### src/rtl/jtag_id_reader_pkg.sv
package jtag_id_reader_pkg;

  typedef enum logic [1:0] {
    PH_IDLE = 2'd0,
    PH_LOW  = 2'd1,
    PH_HIGH = 2'd2
  } phase_e;

  // Number of scan-clock periods in the whole script
  function automatic int script_len(input int reset_cyc, input int ir_w, input int id_w);
    return reset_cyc + 5 + ir_w + 2 + 3 + id_w + 1 + 2;
  endfunction

endpackage

### src/rtl/jtag_id_steps.sv
// Maps a script step index to the line values driven during that step and
// to the sample windows for the serial input at its rising edge.
module jtag_id_steps #(
  parameter int RESET_CYC = 5,
  parameter int IR_W      = 9,
  parameter int ID_W      = 32,
  parameter int SW        = 6,
  parameter logic [IR_W-1:0] IR_IN = '1
) (
  input  logic [SW-1:0] idx_i,
  output logic          mode_o,
  output logic          din_o,
  output logic          ir_win_o,
  output logic          dr_win_o
);
  localparam int S_TOIR = RESET_CYC;
  localparam int S_IR   = S_TOIR + 5;
  localparam int S_IRX  = S_IR + IR_W;
  localparam int S_TODR = S_IRX + 2;
  localparam int S_DR   = S_TODR + 3;
  localparam int S_DRX  = S_DR + ID_W + 1;

  always_comb begin
    int i;
    logic [IR_W-1:0] sh;
    i        = int'(idx_i);
    sh       = '0;
    mode_o   = 1'b0;
    din_o    = 1'b0;
    ir_win_o = 1'b0;
    dr_win_o = 1'b0;
    if (i < S_TOIR) begin
      mode_o = 1'b1;                                   // force reset
    end else if (i < S_IR) begin
      mode_o = (i == S_TOIR + 1) || (i == S_TOIR + 2); // 0,1,1,0,0
    end else if (i < S_IRX) begin
      ir_win_o = 1'b1;
      mode_o   = (i == S_IRX - 1);
      sh       = IR_IN >> (i - S_IR);
      din_o    = sh[0];
    end else if (i < S_TODR) begin
      mode_o = (i == S_IRX);                           // 1,0
    end else if (i < S_DR) begin
      mode_o = (i == S_TODR);                          // 1,0,0
    end else if (i < S_DRX) begin
      dr_win_o = (i < S_DR + ID_W);                    // last bit is bypass
      mode_o   = (i == S_DRX - 1);
    end else begin
      mode_o = (i == S_DRX);                           // 1,0
    end
  end
endmodule

### src/rtl/jtag_id_tick.sv
// Phase timer: pulses once every HALF_DIV system clocks while running.
module jtag_id_tick #(
  parameter int HALF_DIV = 4
) (
  input  logic clk,
  input  logic rst,
  input  logic run_i,
  output logic tick_o
);
  localparam int CW = (HALF_DIV > 1) ? $clog2(HALF_DIV) : 1;
  localparam logic [CW-1:0] CMAX = CW'(HALF_DIV - 1);

  logic [CW-1:0] cnt;

  assign tick_o = run_i && (cnt == CMAX);

  always_ff @(posedge clk) begin
    if (rst || !run_i || tick_o) cnt <= '0;
    else                         cnt <= cnt + 1'b1;
  end
endmodule

### src/rtl/jtag_id_capture.sv
// Collects sampled serial-input bits, first bit ending in bit 0.
module jtag_id_capture #(
  parameter int IR_W = 9,
  parameter int ID_W = 32
) (
  input  logic            clk,
  input  logic            rst,
  input  logic            clr_i,
  input  logic            smp_ir_i,
  input  logic            smp_dr_i,
  input  logic            bit_i,
  output logic [IR_W-1:0] ir_cap_o,
  output logic [ID_W-1:0] id_word_o
);
  always_ff @(posedge clk) begin
    if (rst || clr_i) begin
      ir_cap_o  <= '0;
      id_word_o <= '0;
    end else begin
      if (smp_ir_i) ir_cap_o  <= {bit_i, ir_cap_o[IR_W-1:1]};
      if (smp_dr_i) id_word_o <= {bit_i, id_word_o[ID_W-1:1]};
    end
  end

  // the two sample windows never overlap
  p_one_window_r6: assert property (@(posedge clk) disable iff (rst)
    $onehot0({smp_ir_i, smp_dr_i}));
endmodule

### src/rtl/jtag_id_reader.sv
module jtag_id_reader #(
  parameter int HALF_DIV  = 4,
  parameter int RESET_CYC = 5,
  parameter int UP_IR_W   = 5,
  parameter int DN_IR_W   = 4,
  parameter int ID_W      = 32,
  parameter logic [DN_IR_W-1:0] DN_ID_INS  = 4'b1110,
  parameter logic [UP_IR_W-1:0] UP_BYP_INS = '1
) (
  input  logic            clk,
  input  logic            rst,
  input  logic            start_i,
  input  logic            scan_do_i,
  output logic            scan_clk_o,
  output logic            scan_mode_o,
  output logic            scan_di_o,
  output logic            busy_o,
  output logic            done_o,
  output logic            fail_o,
  output logic [ID_W-1:0] id_o
);
  import jtag_id_reader_pkg::*;

  localparam int IR_W    = UP_IR_W + DN_IR_W;
  localparam int N_STEPS = script_len(RESET_CYC, IR_W, ID_W);
  localparam int SW      = $clog2(N_STEPS + 1);
  localparam logic [SW-1:0] LAST = SW'(N_STEPS - 1);
  localparam logic [IR_W-1:0] IR_IN   = {UP_BYP_INS, DN_ID_INS};
  // Each register captures ...01; the output-side one leaves first
  localparam logic [IR_W-1:0] CAP_EXP =
    {{(UP_IR_W-1){1'b0}}, 1'b1, {(DN_IR_W-1){1'b0}}, 1'b1};

  phase_e          ph;
  logic [SW-1:0]   step;
  logic [SW-1:0]   load_idx;
  logic            tick;
  logic            s_mode, s_din, s_irw, s_drw;
  logic            win_ir, win_dr;
  logic            smp_ir, smp_dr, clr;
  logic [IR_W-1:0] ir_cap;
  logic [ID_W-1:0] id_word;
  logic            launch;

  assign launch   = (ph == PH_IDLE) && start_i;
  assign load_idx = (ph == PH_IDLE) ? '0 : step + 1'b1;
  assign smp_ir   = (ph == PH_LOW) && tick && win_ir;
  assign smp_dr   = (ph == PH_LOW) && tick && win_dr;
  assign clr      = launch;
  assign busy_o   = (ph != PH_IDLE);

  jtag_id_tick #(.HALF_DIV(HALF_DIV)) u_tick (
    .clk(clk), .rst(rst), .run_i(busy_o), .tick_o(tick)
  );

  jtag_id_steps #(
    .RESET_CYC(RESET_CYC), .IR_W(IR_W), .ID_W(ID_W), .SW(SW), .IR_IN(IR_IN)
  ) u_steps (
    .idx_i(load_idx), .mode_o(s_mode), .din_o(s_din),
    .ir_win_o(s_irw), .dr_win_o(s_drw)
  );

  jtag_id_capture #(.IR_W(IR_W), .ID_W(ID_W)) u_cap (
    .clk(clk), .rst(rst), .clr_i(clr), .smp_ir_i(smp_ir), .smp_dr_i(smp_dr),
    .bit_i(scan_do_i), .ir_cap_o(ir_cap), .id_word_o(id_word)
  );

  always_ff @(posedge clk) begin
    if (rst) begin
      ph          <= PH_IDLE;
      step        <= '0;
      scan_clk_o  <= 1'b0;
      scan_mode_o <= 1'b1;
      scan_di_o   <= 1'b0;
      win_ir      <= 1'b0;
      win_dr      <= 1'b0;
      done_o      <= 1'b0;
      fail_o      <= 1'b0;
      id_o        <= '0;
    end else begin
      case (ph)
        PH_IDLE: if (start_i) begin
          ph          <= PH_LOW;
          step        <= '0;
          scan_mode_o <= s_mode;
          scan_di_o   <= s_din;
          win_ir      <= s_irw;
          win_dr      <= s_drw;
          done_o      <= 1'b0;
          fail_o      <= 1'b0;
        end
        PH_LOW: if (tick) begin
          scan_clk_o <= 1'b1;
          ph         <= PH_HIGH;
        end
        PH_HIGH: if (tick) begin
          scan_clk_o <= 1'b0;
          if (step == LAST) begin
            ph     <= PH_IDLE;
            done_o <= (ir_cap == CAP_EXP);
            fail_o <= (ir_cap != CAP_EXP);
            id_o   <= id_word;
          end else begin
            ph          <= PH_LOW;
            step        <= load_idx;
            scan_mode_o <= s_mode;
            scan_di_o   <= s_din;
            win_ir      <= s_irw;
            win_dr      <= s_drw;
          end
        end
        default: ph <= PH_IDLE;
      endcase
    end
  end

  // scan clock rests low whenever no script runs
  p_clk_low_idle_r2: assert property (@(posedge clk) disable iff (rst)
    !busy_o |-> !scan_clk_o);

  // lines are frozen while the scan clock is (or goes) high
  p_stable_high_r5: assert property (@(posedge clk) disable iff (rst)
    scan_clk_o |-> ($stable(scan_mode_o) && $stable(scan_di_o)));

  // success and failure are exclusive
  p_flags_excl_r7: assert property (@(posedge clk) disable iff (rst)
    !(done_o && fail_o));

  // a result flag only appears as the script ends
  p_flag_at_end_r8: assert property (@(posedge clk) disable iff (rst)
    ($rose(done_o) || $rose(fail_o)) |-> $fell(busy_o));

  // a start while running does not end or restart the run
  p_start_busy_r9: assert property (@(posedge clk) disable iff (rst)
    (busy_o && start_i && !tick) |=> (busy_o && $stable(step)));
endmodule

### config.mk
export PLATFORM = sky130hd
export DESIGN_NAME = jtag_id_reader
export DESIGN_NICKNAME = d
export VERILOG_FILES = /design/src/rtl/jtag_id_reader_pkg.sv /design/src/rtl/jtag_id_steps.sv /design/src/rtl/jtag_id_tick.sv /design/src/rtl/jtag_id_capture.sv /design/src/rtl/jtag_id_reader.sv
export SDC_FILE = /design/constraint.sdc
export NUM_CORES = 1
export LEC_CHECK = 0
export BUFFER_PORTS_ARGS = -buffer_cell sky130_fd_sc_hd__buf_2
export CAP_MARGIN = 30
export CORE_ASPECT_RATIO = 0.5
export CORE_UTILIZATION = 45
export DETAILED_ROUTE_END_ITERATION = 12
export GPL_ROUTABILITY_DRIVEN = 0
export GPL_TIMING_DRIVEN = 0
export HOLD_SLACK_MARGIN = 0.08
export PLACE_DENSITY = 0.67
export SYNTH_ARGS = -nofsm -noshare
export SYNTH_HDL_FRONTEND = slang
export SYNTH_SLANG_ARGS = --single-unit
### constraint.sdc
create_clock -name clk -period 2.05 [get_ports clk]
set_clock_uncertainty 0.05 [all_clocks]
set_input_delay 0.41 -clock clk [delete_from_list [all_inputs] [get_ports clk]]
set_output_delay 0.41 -clock clk [all_outputs]
set_load 0.01 [all_outputs]
=== After elaboration in Yosys (flattened, before gate mapping) ===
Index checks and enable logic that the tools add are counted.

* Register bits: 90
* Input bits: 4
* Output and inout bits: 38
* Logic and storage cells: 115

* Add/sub/neg operators: 3
* Magnitude comparators: 7
* Equality and inequality tests: 18
* Shift operators: 1
* Mux-type cells: 54
* Reductions and logical operators: 19

{| class="wikitable"
|+ Operators by type and width
! kind !! count
|-
| 2-to-1 mux 1 bit || 38
|-
| >> shifter 9 x 32 -> 1 bit, first input constant || 1
|-
| equality test 6 x 4 -> 1 bit, second input constant || 4
|-
| equality test 6 bit, second input constant || 4
|-
| 2-to-1 mux 6 bit || 4
|-
| < comparator 6 x 5 -> 1 bit, second input constant || 3
|-
| one-hot mux 1 bit (2 select lines) || 7
|-
| < comparator 6 bit, second input constant || 2
|-
| one-hot mux 6 bit (2 select lines) || 1
|-
| inequality test 2 bit, second input constant || 5
|-
| equality test 9 x 5 -> 1 bit, second input constant || 1
|-
| inequality test 9 x 5 -> 1 bit, second input constant || 1
|-
| AND reduction 3 bit || 3
|-
| AND reduction 4 bit || 2
|-
| subtractor 6 x 4 -> 7 bit, second input constant || 1
|-
| adder 6 x 1 -> 6 bit, second input constant || 1
|-
| < comparator 6 x 3 -> 1 bit, second input constant || 1
|-
| < comparator 6 x 4 -> 1 bit, second input constant || 1
|-
| 2-to-1 mux 2 bit || 3
|-
| one-hot mux 2 bit (3 select lines) || 1
|-
| nonzero test 2 bit || 3
|-
| logical AND 1 bit || 5
|-
| equality test 2 bit, second input constant || 2
|-
| logical OR 1 bit || 4
|-
| other kinds (4) || 4
|}

=== Logic depth before layout (Yosys ltp) ===
* Depth after elaboration: 12
* Gate-level depth with buffers: 11
* Depth with buffers taken out: 9

=== Modules after synthesis ===
From an unflattened synthesis, not the netlist that was laid out.

* Cells, all modules: 394
* Area, all modules: 3623.5 um2

{| class="wikitable"
|+ Modules (own cells, without submodules)
! module !! times used !! cells an instance !! area each (um2) !! sequential area each (um2)
|-
| jtag_id_reader || 1 || 233 || 1875.5 || 940.9
|-
| jtag_id_capture || 1 || 134 || 1514.0 || 820.8
|-
| jtag_id_steps || 1 || 21 || 153.9 || 0.0
|-
| jtag_id_tick || 1 || 6 || 80.1 || 40.0
|}

=== Worst setup path after synthesis ===
OpenSTA, ideal clock, no wires.

* Kind: reg-to-reg
* Start: register step[0]
* End: register scan_di_o
* Setup time: 60 ps
* Arrival: 2033 ps
* Data required time: 1940 ps
* Path slack: -93 ps
* Stages on the path, launching flop included: 10
* Buffers on the path: 1
* Clock period less this slack: 2143 ps
* Path through: dfxtp_1 buf_4 inv_1 ha_1 nor2_1 inv_1 ha_1 o41a_1 o32ai_1 a32o_1

* Longest elaborated chain between the ends: 10
* Elaborated cells between the ends (all ways): 17
* Classes of those cells: add/sub (2); order compare (3); eq/ne (2); shift (1); mux (8); reduce/logical (1)

{| class="wikitable"
|+ RTL lines
! item !! RTL line !! text
|-
| start, declared || jtag_id_reader.sv:34 || <nowiki>logic [SW-1:0] step;</nowiki>
|-
| start signal, assigned || jtag_id_reader.sv:104 || <nowiki>step <= load_idx;</nowiki>
|-
| adder 6 x 1 -> 6 bit || jtag_id_reader.sv:45 || <nowiki>assign load_idx = (ph == PH_IDLE) ? '0 : step + 1'b1;</nowiki>
|-
| 2-to-1 mux 6 bit || jtag_id_reader.sv:45 ||
|-
| subtractor 6 x 4 -> 7 bit || jtag_id_steps.sv:39 || <nowiki>sh = IR_IN >> (i - S_IR);</nowiki>
|-
| >> shifter 9 x 32 -> 1 bit || jtag_id_steps.sv:39 ||
|-
| 2-to-1 mux 1 bit || jtag_id_steps.sv:36 || <nowiki>end else if (i < S_IRX) begin</nowiki>
|-
| 2-to-1 mux 1 bit || jtag_id_steps.sv:34 || <nowiki>end else if (i < S_IR) begin</nowiki>
|-
| 2-to-1 mux 1 bit || jtag_id_steps.sv:32 || <nowiki>if (i < S_TOIR) begin</nowiki>
|-
| 2-to-1 mux 1 bit || jtag_id_reader.sv:97 || <nowiki>if (step == LAST) begin</nowiki>
|-
| 2-to-1 mux 1 bit || jtag_id_reader.sv:95 || <nowiki>PH_HIGH: if (tick) begin</nowiki>
|-
| one-hot mux 1 bit (2 select lines) || jtag_id_reader.sv:80 || <nowiki>case (ph)</nowiki>
|-
| end signal, assigned || jtag_id_reader.sv:85 || <nowiki>scan_di_o <= s_din;</nowiki>
|-
| end signal, assigned || jtag_id_reader.sv:106 || <nowiki>scan_di_o <= s_din;</nowiki>
|-
| end, declared || jtag_id_reader.sv:16 || <nowiki>output logic scan_di_o,</nowiki>
|}

Parallel ways exist; a longest one is shown, timed or not. The select of a mux whose other input is x is not followed.
A chain may end at the register's enable or synchronous reset.

=== Worst setup path after layout ===
* Start: register step[1]
* End: register scan_di_o

The elaborated chain is that of the path after synthesis.

==> results by stage <==
Outcome:
- The run finished with clean final reports.

Synthesis:
- After synthesis, the cell types taking the most area are sky130_fd_sc_hd__dfxtp_1, sky130_fd_sc_hd__nand2_1, sky130_fd_sc_hd__a21oi_1.
- A synthesized cell averages 7.92 µm².
- The biggest area consumer among synthesized cells is sky130_fd_sc_hd__dfxtp_1.
- The mapped netlist covers approximately 0.0038 mm².
- The number of enable flip-flop cells after synthesis is 0.
- The synthesized net count is 492.
- The share of the synthesized area in the top cell type is 0.470.
- The count of mapped cells out of synthesis is 484.
- The number of distinct standard cells referenced by the synthesized netlist is between 60 and 70.
- The number of storage elements in the synthesis netlist is 90.
- The portion of the post-synthesis area used by sequential elements is 0.470.
- The commonest cells after synthesis are sky130_fd_sc_hd__nand2_1, sky130_fd_sc_hd__dfxtp_1, sky130_fd_sc_hd__a21oi_1, sky130_fd_sc_hd__nor2_1, sky130_fd_sc_hd__clkbuf_1.
- The share of synthesized flip-flops with an asynchronous set or reset is 0.
- The most used flip-flop cell after synthesis is sky130_fd_sc_hd__dfxtp_1.
- The total number of yosys warnings is 0.
- The most common cell in the synthesized netlist is sky130_fd_sc_hd__nand2_1.

Setup path:
- The worst setup path is of the reg -> reg kind.
- The data arrival at the endpoint of the critical path is 2.24 ns.
- The maximum fanout count along the critical path is 5.
- The kind of launch point of the worst setup path is a flip-flop.
- The critical path required time is ~2.3 ns.
- STA classifies the critical path endpoint as a flip-flop.

Power:
- The sequential cell fraction of total power is 0.497.
- The switching power is 763 µW.
- The share of total power dissipated in combinational logic is 0.032.
- The part of the total power dissipated in the clock network is 0.471.
- The power per standard cell area is ~760 mW/mm².
- The leakage power summed over all cells is 0.00173 µW.
- Of the total power, the share spent switching nets is 0.216.
- The maximum vdd drop is between 0.0004 and 0.0005 V.
- The cell internal power dissipation is between 2000 and 3000 µW.

Global route:
- The maximum number of pins on one net before global-route repair is 16.
- The most crowded layer after global routing is met2.
- In the global route stage, met1 resource usage came out at 0.267.
- The number of global-route vias before repair came to between 2000 and 3000.
- The first global-routing pass estimated ~14000 µm of wire.
- For this run, global-route usage on met2 was measured as 0.317.
- For this run the aggregate overflow at the end of global routing stands at 0.
- The overall fraction of global-route tracks in use is 0.202.
- The met3 layer usage reported by global route is 0.0713.
- The initial antenna violation count is 0.

Floorplanning:
- between 40 and 50 I/O pins were placed.
- The number of placement rows is 23.
- The area of the die is just under 0.009 mm².
- The effective utilization at floorplan is 0.472.
- The die is between 100 and 150 µm wide.
- The core outline area is 0.00812 mm².
- The y dimension of the die is approximately 67 µm.

Timing:
- For the final routed database, the setup TNS stands at 0 ns.
- The number of max-slew violations in the final report is 0.
- The final number of setup-violating endpoints is 0.
- The total count of hold-check failures in the final report is 0.
- The clock period minus final worst setup slack is about 2 ns.
- Based on the critical path, the design can be clocked at up to about 500 MHz.
- The worst hold slack is between 0.2 and 0.3 ns.
- The tightest slew margin relative to the limit is 0.604.
- The slew at the pin closest to its max-slew limit is 0.595 ns.
- Setup repair after global routing could not meet its margin everywhere.
- Dividing the final minimum period by the clock period gives 0.977.

Run:
- Across the run, the number of max-cap violations was 0.

Route:
- In the final routed layout, each cell accounts on average for 12.9 µm.
- After detailed routing, the number of remaining DRC violations is 0.
- The count of nets left with antenna violations after detail routing is 0.
- The final layout contains routed wiring with a total length of roughly 8600 µm.
- The detailed-router iteration count before antenna repair is 4.
- For this block, the initial DRC count from the detailed router was 185.
- The count of vias placed by the detailed router is about 3400.
- Using the TritonRoute via totals, the vias-per-cell ratio works out to ~5.

Layout:
- The finished cells cover about 0.0047 mm².
- The area overhead of the layout relative to synthesis is 22.2%.
- For this run, the post-layout net count is 556.
- The antenna cell count is 0.
- In the final layout, the share of cells above drive strength 1 is 0.212.

Clock network:
- The clock net in this run drives a total of 90 sinks.
- TritonCTS built the clock tree.
- The H-tree was split into 3 levels.
- The library cell used as clock root buffer is sky130_fd_sc_hd__clkbuf_16.
- The clock-pin slew on the worst setup and hold paths is 0.07 ns.
- The insertion delay of the later-clocked pin in the worst-skew pair is ~0.34 ns.
- In this run the deepest clock path goes through 2 buffers.
- Clock tree synthesis inserted a total of 9 buffers.

Placed design:
- Summing all placed instances gives a cell area of around 0.0042 mm².
- The sum of net half-perimeters after detailed placement is a little under 6000 µm.
- The number of I/O port buffers is between 40 and 50.

Worst hold path:
- The min-delay analysis places its worst path in the category in -> reg.
cells by family (layout without fill, tap and decap cells):
logic type	Yosys count	count (layout)	synth area share
buffers and inverters	39	108	0.0539
adders and majority gates	4	4	0.0131
xor gates and xnor gates	5	5	0.0153
AOI/OAI and AO/OA	119	119	0.184
muxes	5	5	0.0144
DFF	90	90	0.470
and+or+nand+nor	222	222	0.249
registers in the layout, indices dropped and copies added (netlist names):
signal / flops
id_o: 32
u_cap.id_word_o: 32
u_cap.ir_cap_o: 9
step: 6
ph: 2
u_tick.cnt: 2
done_o: 1
fail_o: 1
scan_clk_o: 1
scan_di_o: 1
scan_mode_o: 1
win_dr: 1
win_ir: 1
worst paths after layout:
check                               start           endpoint  slack [ns]  cells after the start
worst max-delay path              step[1]          scan_di_o        0.05                      9
worst min-delay path            scan_do_i  u_cap.ir_cap_o[8]        0.27                      3
worst max register to register    step[1]          scan_di_o        0.05                      9
worst min register to register   id_o[11]           id_o[11]        0.40                      2
layer usage:
| metal | routed length (µm) | vias to the layer above |
|---|---|---|
| met4 | 55 | 0 |
| li1 | - | 1760 |
| met3 | 417 | 7 |
| met2 | 3880 | 67 |
| met1 | 4200 | 1569 |
| met5 | 0 | - |
placed cells by master, fill, tap and decap left out, types with 3 or more instances in the layout:
cell / count
sky130_fd_sc_hd__clkbuf_16: 9
sky130_fd_sc_hd__buf_6: 9
sky130_fd_sc_hd__a31oi_1: 3
sky130_fd_sc_hd__nand4_1: 3
sky130_fd_sc_hd__buf_2: 51
sky130_fd_sc_hd__inv_6: 3
sky130_fd_sc_hd__nor2_4: 3
sky130_fd_sc_hd__buf_4: 10
sky130_fd_sc_hd__mux2i_1: 4
sky130_fd_sc_hd__nand2_1: 165
sky130_fd_sc_hd__clkbuf_1: 12
sky130_fd_sc_hd__nor2_1: 17
sky130_fd_sc_hd__and3_1: 4
sky130_fd_sc_hd__buf_1: 3
sky130_fd_sc_hd__dfxtp_1: 87
sky130_fd_sc_hd__o21ai_1: 3
sky130_fd_sc_hd__a21oi_1: 84
sky130_fd_sc_hd__inv_1: 3
sky130_fd_sc_hd__nand3_1: 3
sky130_fd_sc_hd__o21ai_0: 6
area by class of cell:
class,instances,area [µm²]
fill,763,3430
multi-input combinational,355,1910
sequential,90,1810
timing repair buffer,53,297
clock buffer,11,243
buffer,33,198
tap,112,140
clock inverter,5,61.3
inverter,6,27.5
per-stage QoR:
step	instances	setup slack [ns]	util	total power, µW
finish	665	0.0463	0.577	3540
global route	665	-0.0475	0.577	3660
CTS	654	0.00608	0.560	3570
detailed placement	637	-0.185	0.517	1900
global placement	637	-0.215	0.517	1900
floorplan	484	0.0205	-	1870
power by group through the flow:
stage | Sequential, µW | Combinational [µW] | Clock (µW)
CTS | 1760 | 103 | 1710
detailed placement | 1800 | 101 | 0
finish | 1760 | 114 | 1670
floorplan | 1800 | 70.3 | 0
global placement | 1800 | 101 | 0
global route | 1760 | 125 | 1780
repair_timing:
action                     CTS  global route
setup buffers                1            10
gates resized for setup     12            17
pin swaps                    2             7
gates cloned                 0             1
hold buffers                 0             0
setup endpoints to repair   52            64
worst max-delay path: stages (launching register included):
cell and delay, ns:
sky130_fd_sc_hd__dfxtp_4 0.37, sky130_fd_sc_hd__ha_2 0.20, sky130_fd_sc_hd__buf_6 0.14, sky130_fd_sc_hd__xor2_4 0.16, sky130_fd_sc_hd__nand2_2 0.08, sky130_fd_sc_hd__ha_4 0.26, sky130_fd_sc_hd__and3_4 0.17, sky130_fd_sc_hd__mux2i_1 0.06
sky130_fd_sc_hd__o32ai_1 0.30, sky130_fd_sc_hd__a32o_1 0.16
(Power assumes the default switching activity.)
